$ cat config.mk
export PLATFORM = sky130hd
export DESIGN_NAME = bus_addr_decoder
export DESIGN_NICKNAME = d
export VERILOG_FILES = /design/src/rtl/bus_dec_pkg.sv /design/src/rtl/dec_align_check.sv /design/src/rtl/dec_window_match.sv /design/src/rtl/dec_map.sv /design/src/rtl/bus_addr_decoder.sv
export SDC_FILE = /design/constraint.sdc
export NUM_CORES = 1
export LEC_CHECK = 0
export CAP_MARGIN = 20
export CORE_ASPECT_RATIO = 1.25
export CORE_UTILIZATION = 40
export CTS_BUF_LIST = sky130_fd_sc_hd__clkbuf_2 sky130_fd_sc_hd__clkbuf_4 sky130_fd_sc_hd__clkbuf_8
export DETAILED_ROUTE_END_ITERATION = 8
export DONT_BUFFER_PORTS = 1
export SLEW_MARGIN = 20
export SYNTH_ARGS = -nofsm -noshare
export SYNTH_HDL_FRONTEND = slang
export SYNTH_HIERARCHICAL = 1
export SYNTH_SLANG_ARGS = --single-unit
$ cat constraint.sdc
create_clock -name clk -period 2 [get_ports clk]
set_clock_uncertainty 0.05 [all_clocks]
set_input_delay 0.2 -clock clk [delete_from_list [all_inputs] [get_ports clk]]
set_output_delay 0.2 -clock clk [all_outputs]
set_load 0.005 [all_outputs]
$ cat src/rtl/bus_dec_pkg.sv
package bus_dec_pkg;

    localparam int ADDR_W  = 24;
    localparam int NUM_DEV = 6;

    typedef enum logic [1:0] {
        SZ_BYTE = 2'd0,
        SZ_HALF = 2'd1,
        SZ_WORD = 2'd2,
        SZ_RSVD = 2'd3
    } acc_size_e;

    localparam logic [3:0] KIND_NOP = 4'hF;

    typedef enum logic {
        ST_IDLE = 1'b0,
        ST_RESP = 1'b1
    } dec_state_e;

    // Window base per select bit; windows are naturally aligned.
    function automatic logic [ADDR_W-1:0] win_base(int idx);
        case (idx)
            0:       return 24'h000000;
            1:       return 24'h200000;
            2:       return 24'h400000;
            3:       return 24'h500000;
            4:       return 24'h600000;
            default: return 24'h700000;
        endcase
    endfunction

    // log2 of window size in bytes.
    function automatic int win_lg2(int idx);
        case (idx)
            0:       return 17;
            1:       return 6;
            2:       return 2;
            3:       return 1;
            4:       return 13;
            default: return 20;
        endcase
    endfunction

endpackage

$ cat src/rtl/dec_align_check.sv
module dec_align_check
    import bus_dec_pkg::*;
(
    input  logic [1:0] addr_lo,
    input  logic [1:0] size,
    output logic       misaligned
);
    always_comb begin
        unique case (size)
            SZ_BYTE: misaligned = 1'b0;
            SZ_HALF: misaligned = addr_lo[0];
            SZ_WORD: misaligned = |addr_lo;
            default: misaligned = 1'b1;
        endcase
    end

    always_comb begin
        if (size == SZ_BYTE)
            assert_byte_clean_R5: assert (!misaligned);
    end
endmodule

$ cat src/rtl/dec_window_match.sv
module dec_window_match #(
    parameter int AW = 24,
    parameter logic [AW-1:0] BASE = '0,
    parameter int LG2 = 1
) (
    input  logic [AW-1:0] addr,
    output logic          hit
);
    localparam logic [AW-1:0] HI_MASK = {AW{1'b1}} << LG2;

    assign hit = ((addr ^ BASE) & HI_MASK) == '0;
endmodule

$ cat src/rtl/dec_map.sv
module dec_map
    import bus_dec_pkg::*;
(
    input  logic [ADDR_W-1:0]  addr,
    output logic [NUM_DEV-1:0] hit
);
    for (genvar g = 0; g < NUM_DEV; g++) begin : g_win
        dec_window_match #(
            .AW  (ADDR_W),
            .BASE(win_base(g)),
            .LG2 (win_lg2(g))
        ) u_match (
            .addr(addr),
            .hit (hit[g])
        );
    end

    always_comb begin
        assert_hit_onehot_R11: assert ($onehot0(hit));
    end
endmodule

$ cat src/rtl/bus_addr_decoder.sv
module bus_addr_decoder
    import bus_dec_pkg::*;
(
    input  logic                clk,
    input  logic                rst_n,
    input  logic                req_vld,
    input  logic                req_wr,
    input  logic [ADDR_W-1:0]   req_addr,
    input  logic [1:0]          req_size,
    input  logic [3:0]          req_kind,
    output logic                rsp_vld,
    output logic [NUM_DEV-1:0]  sel,
    output logic                align_fault,
    output logic                nodev_err,
    output logic [ADDR_W-1:0]   err_addr,
    output logic                rsp_wr
);
    dec_state_e state_q, state_d;

    logic                misaligned;
    logic [NUM_DEV-1:0]  hit;
    logic                is_nop;
    logic                flt_align;
    logic                flt_nodev;

    dec_align_check u_align (
        .addr_lo   (req_addr[1:0]),
        .size      (req_size),
        .misaligned(misaligned)
    );

    dec_map u_map (
        .addr(req_addr),
        .hit (hit)
    );

    // Alignment is judged first; decode only counts when aligned.
    assign is_nop    = (req_kind == KIND_NOP);
    assign flt_align = !is_nop && misaligned;
    assign flt_nodev = !is_nop && !misaligned && (hit == '0);

    always_comb begin
        state_d = state_q;
        unique case (state_q)
            ST_IDLE: if (req_vld)  state_d = ST_RESP;
            ST_RESP: if (!req_vld) state_d = ST_IDLE;
            default: state_d = ST_IDLE;
        endcase
    end

    always_ff @(posedge clk) begin
        if (!rst_n) state_q <= ST_IDLE;
        else        state_q <= state_d;
    end

    always_ff @(posedge clk) begin
        if (!rst_n || !req_vld) begin
            sel         <= '0;
            align_fault <= 1'b0;
            nodev_err   <= 1'b0;
            err_addr    <= '0;
            rsp_wr      <= 1'b0;
        end else begin
            sel         <= (is_nop || flt_align || flt_nodev) ? '0 : hit;
            align_fault <= flt_align;
            nodev_err   <= flt_nodev;
            err_addr    <= (flt_align || flt_nodev) ? req_addr : '0;
            rsp_wr      <= req_wr;
        end
    end

    assign rsp_vld = (state_q == ST_RESP);

    assert_resp_follows_req_R2: assert property (@(posedge clk) disable iff (!rst_n)
        req_vld |=> rsp_vld);

    assert_quiet_idle_R2: assert property (@(posedge clk) disable iff (!rst_n)
        !req_vld |=> (!rsp_vld && sel == '0 && !align_fault && !nodev_err));

    assert_fault_no_sel_R6: assert property (@(posedge clk) disable iff (!rst_n)
        (align_fault || nodev_err) |-> sel == '0);

    assert_align_wins_R6: assert property (@(posedge clk) disable iff (!rst_n)
        align_fault |-> !nodev_err);

    assert_sel_onehot_R11: assert property (@(posedge clk) disable iff (!rst_n)
        $onehot0(sel));

    assert_err_addr_R8: assert property (@(posedge clk) disable iff (!rst_n)
        (rsp_vld && (align_fault || nodev_err)) |-> err_addr == $past(req_addr));

    assert_nop_quiet_R9: assert property (@(posedge clk) disable iff (!rst_n)
        (req_vld && req_kind == KIND_NOP) |=> (sel == '0 && !align_fault && !nodev_err));
endmodule

Word-level counts from Yosys, hierarchy flattened
Index checks and enable logic that the tools add are counted.
{ "op_classes": {"mux": 2, "n_bitwise": 6, "n_eq_ne": 3, "n_reduce_logical": 22} }
{ "ops": {"columns": ["op", "count"], "rows": [
  ["$logic_not A24 Y1", 6],
  ["$logic_not A6 Y1", 1],
  ["$reduce_or A2 Y1", 3],
  ["$eq A4 B4 Y1 const B", 1],
  ["$logic_not A1 Y1", 4],
  ["$logic_or A1 B1 Y1", 4],
  ["$not A2 Y2", 2],
  ["$logic_and A1 B1 Y1", 3],
  ["$not A1 Y1", 3],
  ["$not A3 Y3", 1],
  ["$pmux W1 S3", 1],
  ["$eq A2 B1 Y1 const B", 1],
  ["$eq A2 B2 Y1 const B", 1],
  ["$logic_not A2 Y1", 1],
  ["$mux W1", 1]
]} }
{ "word_totals": {"wordCells": 39, "regBits": 34, "input_bits": 34, "out_inout_bits": 34} }

Longest topological paths before layout
Gate-level depths: netlist (run 1).
{ "depth": {"ltp_word": 8, "ltp_mapped": 7, "mapped_depth_nobuf": 6} }

Modules after synthesis
The synthesis (run 1) kept the hierarchy.
{ "by_module_without_submodules": {"columns": ["mod", "cells_per_inst", "area_each_um2", "instances"], "rows": [
  ["bus_addr_decoder", 80, 1117.3, 1],
  ["dec_window_match (u_map.g_win[3].u_match)", 10, 57.6, 1],
  ["dec_window_match (u_map.g_win[2].u_match)", 7, 53.8, 1],
  ["dec_window_match (u_map.g_win[1].u_match)", 7, 47.5, 1],
  ["dec_window_match (u_map.g_win[4].u_match)", 4, 27.5, 1],
  ["dec_window_match (u_map.g_win[0].u_match)", 2, 20.0, 1],
  ["dec_align_check", 3, 18.8, 1],
  ["dec_window_match (u_map.g_win[5].u_match)", 1, 10.0, 1]
]} }

Worst setup path after synthesis (run 1)
Ideal clock, no wire load.
{ "synth_path": {"path_type": "in2reg", "start": "in req_addr[8]", "end": "reg err_addr[23]", "arrival_time_ns": 1.638, "slack_ns": 0.183, "required_time_ns": 1.821, "setup_time_ns": 0.129, "path_stages": 6, "path_cell_list": "or4_1 -> nor4_2 -> nor4_4 -> a21oi_2 -> buf_6 -> nor3b_2"} }
{ "synth_between": {"elab_chain_cells": 6, "word_cells_on_any_way": 8, "classes_between": "bitwise (1); reduce/logical (7)"} }
{ "synth_lines": {"columns": ["element", "line_no", "text"], "rows": [
  ["from (decl)", "bus_addr_decoder.sv:8", "input logic [ADDR_W-1:0] req_addr,"],
  ["$logic_not A24 Y1", "dec_window_match.sv:11", "assign hit = ((addr ^ BASE) & HI_MASK) == '0;"],
  ["named net hit[2]", "bus_addr_decoder.sv:21", "logic [NUM_DEV-1:0] hit;"],
  ["$logic_not A6 Y1", "bus_addr_decoder.sv:40", "assign flt_nodev = !is_nop && !misaligned && (hit == '0);"],
  ["$logic_and A1 B1 Y1", "bus_addr_decoder.sv:40", null],
  ["$logic_or A1 B1 Y1", "bus_addr_decoder.sv:67", "err_addr <= (flt_align || flt_nodev) ? req_addr : '0;"],
  ["$not A1 Y1 (no line)", null, null],
  ["$reduce_or A2 Y1 (no line)", null, null],
  ["to (signal assigned)", "bus_addr_decoder.sv:67", null],
  ["to (decl)", "bus_addr_decoder.sv:15", "output logic [ADDR_W-1:0] err_addr,"]
]} }
The timed path passes the listed nets, and every way through them passes these cells.
A chain may end at the register's enable or synchronous reset.

Final worst setup path (run 1)
{ "layout_path": {"start": "in req_addr[21]", "end": "reg err_addr[12]"} }
The elaborated chain is that of the path after synthesis.

==> reports/metrics.yaml, run 1 <==
outcome:
  status: "completed"
power:
  internal_power_uw: 1000
  p_comb_share_pct: 5.3
  p_per_area_mw_per_mm2: 856
  switchingPower_uw: 263
  p_seq_share_pct: 56.5
  p_sw_share_pct: 20.8
  ir_worst_vdd_v: 0.000586
  p_clk_share_pct: 38.2
  leakagePower_uw: 0.000487
sta:
  setup_viol: 0
  fmax_mhz: 638
  hold_violations: 0
  fin_crit_ps: 1570
  maxSlewViolCount: 0
  period_share_pct: 78.3
  hold_slack_ps: 18.3
  relSlewSlack_pct: 58.0
  finalSetupTns_ps: 0
  worst_slew_pin_slew_ps: 627
  rsz0062_at_grt: "false"
die:
  num_rows: 23
  initial_utilization_pct: 42.0
  ios: 68
  die_x_um: 54.0
  coreArea_mm2: 0.00322
  die_h_um: 67.0
  die-area_mm2: 0.00362
clock_tree:
  clock_path_buffers: 2
  cts_resized: 0
  cts_hold_buf: 0
  cts_tree: "done"
  cts.sinks: 34
  cts_htree_levels: 2
  post_cts_buffers: 0
  clkTransAtPathRegs_ps: 60
  cts_inserted_buffers: 5
  root_buffer: "clkbuf_8"
job:
  drv_cap: 0
grt:
  grt_util_all_layers_pct: 17.4
  busiest_layer: "met2"
  grt_max_degree: 32
  grt_overflow: 0
  grt_use_met2_pct: 26.1
  grt_first_pass_wirelength_mm: 4.31
  grt_pass1_vias: 902
  gr-usage-met3_pct: 7.31
  met1_usage_pct: 19.9
  antenna_found_initial: 0
placement:
  port_buffers: 0
  hpwlAfterDp_mm: 2.10
  place_congestion: 0.740
synth:
  synth.yosys.seq_area_share_pct: 50.3
  synth_largest_area_cell: "dfxtp_1"
  ys_warn_count: 6
  netlist_area_mm2: 0.00135
  ys.flop_type: "dfxtp_1"
  synth_edf_count: 0
  ys_ff_latch: 34
  synth_common_cells: "34 x dfxtp_1, 20 x nor3b_2, 11 x nor4_1"
  synth_top_cell_area_share_pct: 50.3
  synth.most_common_cell: "dfxtp_1"
  ys_top_cells_by_area: "dfxtp_1 50%, nor3b_2 19%, nor3b_1 5.6%"
  avgSynthCellArea_um2: 11.9
  async_reset_ff_share_pct: 0
  syn-num-nets: 148
  synthDistinctLibCells: 23
  syn_inst: 114
worst_hold_path:
  min_path_type: "in -> reg"
  hold_start: "req_vld"
  min_path_cells: 1
  whs_endpoint: "rsp_wr"
final_layout:
  fin_nets: 152
  seq_area_um2: 681
  fill_cells: 322
  multi_input_area_um2: 632
  antenna_cells: 0
  drive_gt1_share_pct: 31.4
  syn_to_final_growth_pct: 9.25
detailed_routing:
  vias: 934
  drt_wl_total_mm: 2.91
  drtIter0Drc: 19
  postRouteAntennaNets: 0
  wl_per_cell_um: 18.8
  drc_errors: 0
  firstDrtPassIters: 4
  viasPerCell: 6.03
critical_path:
  crit_type: "in -> reg"
  end_kind: "register"
  cp.arrival_ps: 1660
  start_kind: "input pin"
  crit_fanout: 8
  cp.required_ps: 2100
[worst max-delay path: stages]
cell     delay (ps)
or4_1           540
nor4_2          330
nor4_4          100
a21oi_2         220
buf_4           200
nor3b_1          60
[metrics by stage]
step	area (µm²)	instances	worst slack [ps]	total power, µW	util (%)
floorplan	1350	114	183	785	-
global placement	1390	148	188	795	43.2
detailed placement	1390	148	153	797	43.2
CTS	1480	155	440	1280	45.8
global route	1480	155	284	1310	45.8
finish	1480	155	433	1260	45.8
[how the worst max path moves through the flow]
stage                     depth (start not counted)  slack [ps]          from            to
final                                             6         430  req_addr[21]  err_addr[12]
after global routing                              7         280  req_addr[16]  err_addr[12]
after CTS                                         6         440  req_addr[21]  err_addr[13]
after detailed placement                          6         150  req_addr[21]  err_addr[13]
after global placement                            6         190  req_addr[21]  err_addr[15]
after floorplan                                   6         180   req_addr[8]  err_addr[23]
[per-layer routing]
layer | wire [µm] | vias up
met3 | 248 | 6
met5 | 0 | -
li1 | - | 432
met1 | 1160 | 445
met2 | 1440 | 51
met4 | 63 | 0
[cell families (layout without fill, tap and decap cells)]
| kind of cell | after synthesis | after routing | share of synthesized area, % |
|---|---|---|---|
| compound gates | 2 | 2 | 1.02 |
| flops | 34 | 34 | 50.3 |
| simple gates | 72 | 72 | 45.7 |
| buf+inv | 6 | 10 | 2.96 |
[power by group through the flow]
stage / sequential, µW / clock (µW) / combinational (µW)
finish: 714 / 484 / 66.8
global route: 716 / 518 / 73.9
CTS: 714 / 499 / 68.0
detailed placement: 729 / 0 / 67.9
global placement: 729 / 0 / 65.6
floorplan: 726 / 0 / 59.3
[area by class of cell]
type                    count  area share (%)
flip-flops and latches     34            46.1
repair buffers              3            2.37
clock buffers               7            5.67
well taps                  37            3.13
multi-input cells          74            42.8
[state kept, by name, indices dropped and copies added, names as in the netlist]
signal / count
align_fault: 1
err_addr: 24
nodev_err: 1
rsp_vld: 1
rsp_wr: 1
sel: 6
[cell usage in the layout (no fill, tap or decap), drive strengths merged]
cell type,synthesis,final
dfxtp,34,34
nor3b,30,30
nor4,15,15
clkbuf,2,7
nor2,5,5
nand4,4,4
nand2,4,4
nor3,4,4
buf,4,3
and3,2,2
or4,2,2
nor4b,2,2
a21oi,2,2
and2,1,1
nand2b,1,1
and4,1,1
and4b,1,1
No activity file was read; power rests on OpenSTA's default activity.
==> run 2: changes to the inputs <==
clock period = 1.6 ns   (was 2 ns; I/O delays follow)
==> run 2 against run 1 <==
Design area grew 23%; largest power group unchanged; utilization increased by 10 points; critical endpoint is now err_addr[15]; critical path type unchanged; via count grew 12%; clock-buffer cell count is 2 lower; clock power grew 58%; sequential cell count unchanged; setup slack worse by 300 ps.
==> reports/metrics.yaml, run 2 (synthesis gave the netlist of run 1 again) <==
die:
  coreArea_mm2: 0.00322  # unchanged
  die_h_um: 67.0  # unchanged
  num_rows: 23  # unchanged
  initial_utilization_pct: 42.0  # unchanged
  die-area_mm2: 0.00362  # unchanged
  ios: 68  # unchanged
  die_x_um: 54.0  # unchanged
clock_tree:
  cts_htree_levels: 2  # unchanged
  root_buffer: "clkbuf_8"
  clkTransAtPathRegs_ps: 60  # about the same
  cts_inserted_buffers: 5  # unchanged
  clock_path_buffers: 2  # unchanged
  cts_tree: "done"
  cts.sinks: 34  # unchanged
  post_cts_buffers: 0  # unchanged
placement:
  port_buffers: 0  # unchanged
  place_congestion: 0.789  # +6.6%
  dp.cells: 152  # +2.7%
  place_ws_ps: -147  # -301 ps
  hpwlAfterDp_mm: 2.25  # +7.2%
final_layout:
  layout_common_cells: "34 x dfxtp_1, 27 x dlygate4sd3_1, 20 x nor3b_2"
  fin_cells: 187  # +21%
  antenna_cells: 0  # unchanged
  fill_cells: 290  # -9.9%
  fin_util_pct: 56.2  # +10 points
  fin_nets: 183  # +20%
  registers.top_by_ff_count: "err_addr"
  drive_gt1_share_pct: 28.7  # -2.7 points
  syn_to_final_growth_pct: 34.0
  top_regs: "err_addr: 24 flops, sel: 6 flops"
  layout_commonest_cell: "dfxtp_1"
  largest_register_ffs: 24  # unchanged
sta:
  maxSlewViolCount: 0  # unchanged
  hold_violations: 0  # unchanged
  fin_crit_ps: 1470
  fmax_mhz: 682
  worst_slew_pin_slew_ps: 424  # -203 ps
  setup_viol: 0  # unchanged
  period_share_pct: 91.7
  rsz0062_at_grt: "false"
  fin_ws_ps: 133  # -300 ps
  relSlewSlack_pct: 71.7  # +14 points
detailed_routing:
  viasPerCell: 5.61  # -6.9%
  firstDrtPassIters: 4  # unchanged
  wl_per_cell_um: 18.1  # -3.8%
  vias: 1049  # +12%
  drtIter0Drc: 34  # +15
  drc_errors: 0  # unchanged
  drt_wl_total_mm: 3.38  # +16%
  postRouteAntennaNets: 0  # unchanged
critical_path:
  cp.arrival_ps: 1570  # -90 ps
  start_kind: "input pin"
  crit_fanout: 8  # unchanged
  crit_type: "in -> reg"
  end_kind: "register"
  cp.required_ps: 1700  # -400 ps
power:
  leakagePower_uw: 0.000640  # +32%
  ir_worst_vdd_v: 0.000834  # +42%
  p_per_area_mw_per_mm2: 991  # +16%
grt:
  busiest_layer: "met2"
  gr-usage-met3_pct: 10.5  # +3.2 points
  grt_pass1_vias: 1099  # +22%
  grt_max_degree: 32  # unchanged
  grt_use_met2_pct: 32.1  # +6.0 points
  antenna_found_initial: 0  # unchanged
  grt_overflow: 0  # unchanged
  met1_usage_pct: 21.9  # +2.0 points
  grt_first_pass_wirelength_mm: 5.14  # +19%
  grt_util_all_layers_pct: 20.9  # +3.6 points
job:
  drv_cap: 0  # unchanged
worst_hold_path:
  min_path_type: "in -> reg"
outcome:
  status: "completed"
## run 2: cell types whose count changed in the layout (fill, tap and decap cells not counted), sizes merged
cell / change
dlygate4sd3: +27
clkbuf: -2
clkinv: +2
bufinv: +1
buf: +4
## run 2: power by group
group | internal, µW | switching, µW | leakage [µW]
logic | 87.6 | 52.0 | 0.000304
clock network | 458 | 307 | 0.0000579
registers | 877 | 14.8 | 0.000278
total | 1420 | 374 | 0.000640
## run 2: path summary, 6_finish.rpt
path	from	to	slack [ps]	cells past startpoint
worst max-delay path	req_addr[8]	err_addr[15]	130	6
worst min-delay path	req_addr[12]	sel[2]	40	2
## run 2: timing repair
item | in CTS | in global routing
hold buffers | 27 | 0
gates resized for setup | 0 | 0
endpoints found under the hold margin | 26 | 0
## run 2: routing by layer
layer	up-vias	share of wire, %	wire [µm]
met3	7	8.5	289
li1	494	-	-
met1	488	38	1280
met5	-	0	0
met4	0	2.4	82
met2	60	51	1730
## run 2: through the flow
step | power (µW) | setup TNS [ps] | hold WS (ps) | cell area (µm²)
global route | 1860 | 0 | 28.2 | 1810
detailed placement | 1000 | -3170 | 270 | 1430
finish | 1800 | 0 | 39.8 | 1810
floorplan | 983 | -2090 | 256 | 1370
CTS | 1810 | 0 | 31.7 | 1810
global placement | 997 | -1900 | 263 | 1430
## run 2: worst max-delay path, stage by stage
cell	delay [ps]
or4_4	530
nor4_4	350
nor4_4	70
a21oi_2	180
buf_4	200
nor3b_1	70
## run 2: area by class of cell
type	count	area, µm²	share of cell area [%]
well taps	37	46.3	2.56
flip-flops and latches	34	681	37.6
clock inverters	3	40.0	2.21
clock buffers	5	68.8	3.80
repair buffers	34	323	17.8
multi-input cells	74	653	36.0
==> run 3: changes to the inputs <==
PLACE_DENSITY = 0.58   (was not set)
==> run 3 against run 2 <==
Critical endpoint is now err_addr[21]; fmax increased by 1.2%; sequential power is essentially flat; clock-buffer cell count up 2; design area down 1.5%; largest cell class unchanged; sequential share of layout area increased by 0.58 points; clock power down 22%.
==> reports/metrics.yaml, run 3 (synthesis gave the netlist of run 1 again) <==
clock_tree:
  clkTransAtPathRegs_ps: 60  # about the same
  clock_path_buffers: 2  # unchanged
  post_cts_buffers: 0  # unchanged
  cts_resized: 0  # unchanged
  cts_tree: "done"
  cts_htree_levels: 2  # unchanged
  cts.sinks: 34  # unchanged
  root_buffer: "clkbuf_8"
  cts_inserted_buffers: 5  # unchanged
power:
  internal_power_uw: 1300  # -8.8%
  ir_worst_vdd_v: 0.000667  # -20%
  leakagePower_uw: 0.000628  # -1.9%
  switchingPower_uw: 328  # -12%
  p_clk_share_pct: 36.6  # -6.0 points
  p_seq_share_pct: 54.9  # +5.3 points
  p_per_area_mw_per_mm2: 911  # -8.1%
  p_sw_share_pct: 20.2  # -0.64 points
  p_comb_share_pct: 8.5  # +0.7 points
critical_path:
  start_kind: "input pin"
  crit_type: "in -> reg"
  cp.arrival_ps: 1560  # about the same
  cp.required_ps: 1710  # about the same
  crit_fanout: 9  # +1
  end_kind: "register"
detailed_routing:
  wl_per_cell_um: 16.8  # -6.9%
  drtIter0Drc: 11  # -68%
  firstDrtPassIters: 4  # unchanged
  vias: 1033  # -1.5%
  drt_wl_total_mm: 3.13  # -7.4%
  postRouteAntennaNets: 0  # unchanged
  drc_errors: 0  # unchanged
  viasPerCell: 5.55  # -1.0%
placement:
  place_congestion: 0.769  # -2.5%
  hpwlAfterDp_mm: 2.16  # -3.9%
  dp.cells: 153  # +0.66%
  place_ws_ps: -129  # +18.3 ps
  port_buffers: 0  # unchanged
sta:
  worst_slew_pin_slew_ps: 324  # -100 ps
  finalSetupTns_ps: 0  # unchanged
  period_share_pct: 90.6  # -1.1 points
  hold_violations: 0  # unchanged
  setup_viol: 0  # unchanged
  fin_ws_ps: 151  # +18.0 ps
  relSlewSlack_pct: 78.1  # +6.4 points
  fmax_mhz: 690  # +1.2%
  maxSlewViolCount: 0  # unchanged
  fin_crit_ps: 1450  # -18.0 ps
  rsz0062_at_grt: "false"
  hold_slack_ps: 10.0  # -29.8 ps
final_layout:
  top_regs: "err_addr: 24 flops, sel: 6 flops"
  largest_register_ffs: 24  # unchanged
  fin_nets: 183  # unchanged
  antenna_cells: 0  # unchanged
  fin_cells: 186  # -0.53%
  syn_to_final_growth_pct: 31.9
  layout_common_cells: "34 x dfxtp_1, 26 x dlygate4sd3_1, 20 x nor3b_2"
  drive_gt1_share_pct: 28.9  # +0.19 points
  registers.top_by_ff_count: "err_addr"
  layout_commonest_cell: "dfxtp_1"
die:
  die_h_um: 67.0  # unchanged
  die_x_um: 54.0  # unchanged
  die-area_mm2: 0.00362  # unchanged
  coreArea_mm2: 0.00322  # unchanged
  num_rows: 23  # unchanged
  initial_utilization_pct: 42.0  # unchanged
  ios: 68  # unchanged
job:
  drv_cap: 0  # unchanged
worst_hold_path:
  min_path_type: "in -> reg"
grt:
  grt_first_pass_wirelength_mm: 4.82  # -6.2%
  antenna_found_initial: 0  # unchanged
  grt_util_all_layers_pct: 19.2  # -1.7 points
  grt_overflow: 0  # unchanged
  grt_max_degree: 17  # -47%
  grt_pass1_vias: 1019  # -7.3%
outcome:
  status: "completed"
[run 3: layer usage]
| metal | track usage [%] | up-vias | share of wire, % |
|---|---|---|---|
| li1 | - | 495 | - |
| met1 | 20.5 | 476 | 38 |
| met2 | 29.3 | 55 | 51 |
| met3 | 11.0 | 7 | 8.8 |
| met4 | 10.3 | 0 | 2.1 |
| met5 | 0 | - | 0 |
[run 3: worst paths after layout]
path	start	end	slack [ps]	depth (start not counted)
worst min-delay path	rst_n	rsp_vld	10	1
worst max-delay path	req_addr[21]	err_addr[21]	150	6
[run 3: power by group through the flow]
stage	sequential, µW	clock [µW]	combinational, µW
2_1_floorplan	907	0	75.7
3_3_place_gp	911	0	87.6
3_5_place_dp	911	0	89.7
4_1_cts	893	617	134
5_1_grt	895	652	151
6_report	893	595	138
[run 3: what timing repair did]
action	CTS	global route
hold buffers	24	2
endpoints found under the hold margin	23	2
endpoints found under the setup margin	0	0
[run 3: cell type report]
| class | count | area, µm² |
|---|---|---|
| fill | 292 | 1440 |
| sequential | 34 | 681 |
| multi-input combinational | 74 | 653 |
| timing repair buffer | 34 | 320 |
| clock buffer | 7 | 83.8 |
| tap | 37 | 46.3 |
[run 3: metrics by stage]
stage | utilization, % | total power [µW] | instance area [µm²]
3_3_place_gp | 44.7 | 999 | 1440
2_1_floorplan | - | 983 | 1370
4_1_cts | 54.7 | 1640 | 1760
6_report | 55.4 | 1630 | 1780
3_5_place_dp | 44.7 | 1000 | 1440
5_1_grt | 55.4 | 1700 | 1780
[run 3: worst max-delay path: stages]
cell	delay (ps)
or4_1	570
nor4_4	240
nor4_4	100
a21oi_2	190
buf_4	230
nor3b_2	70
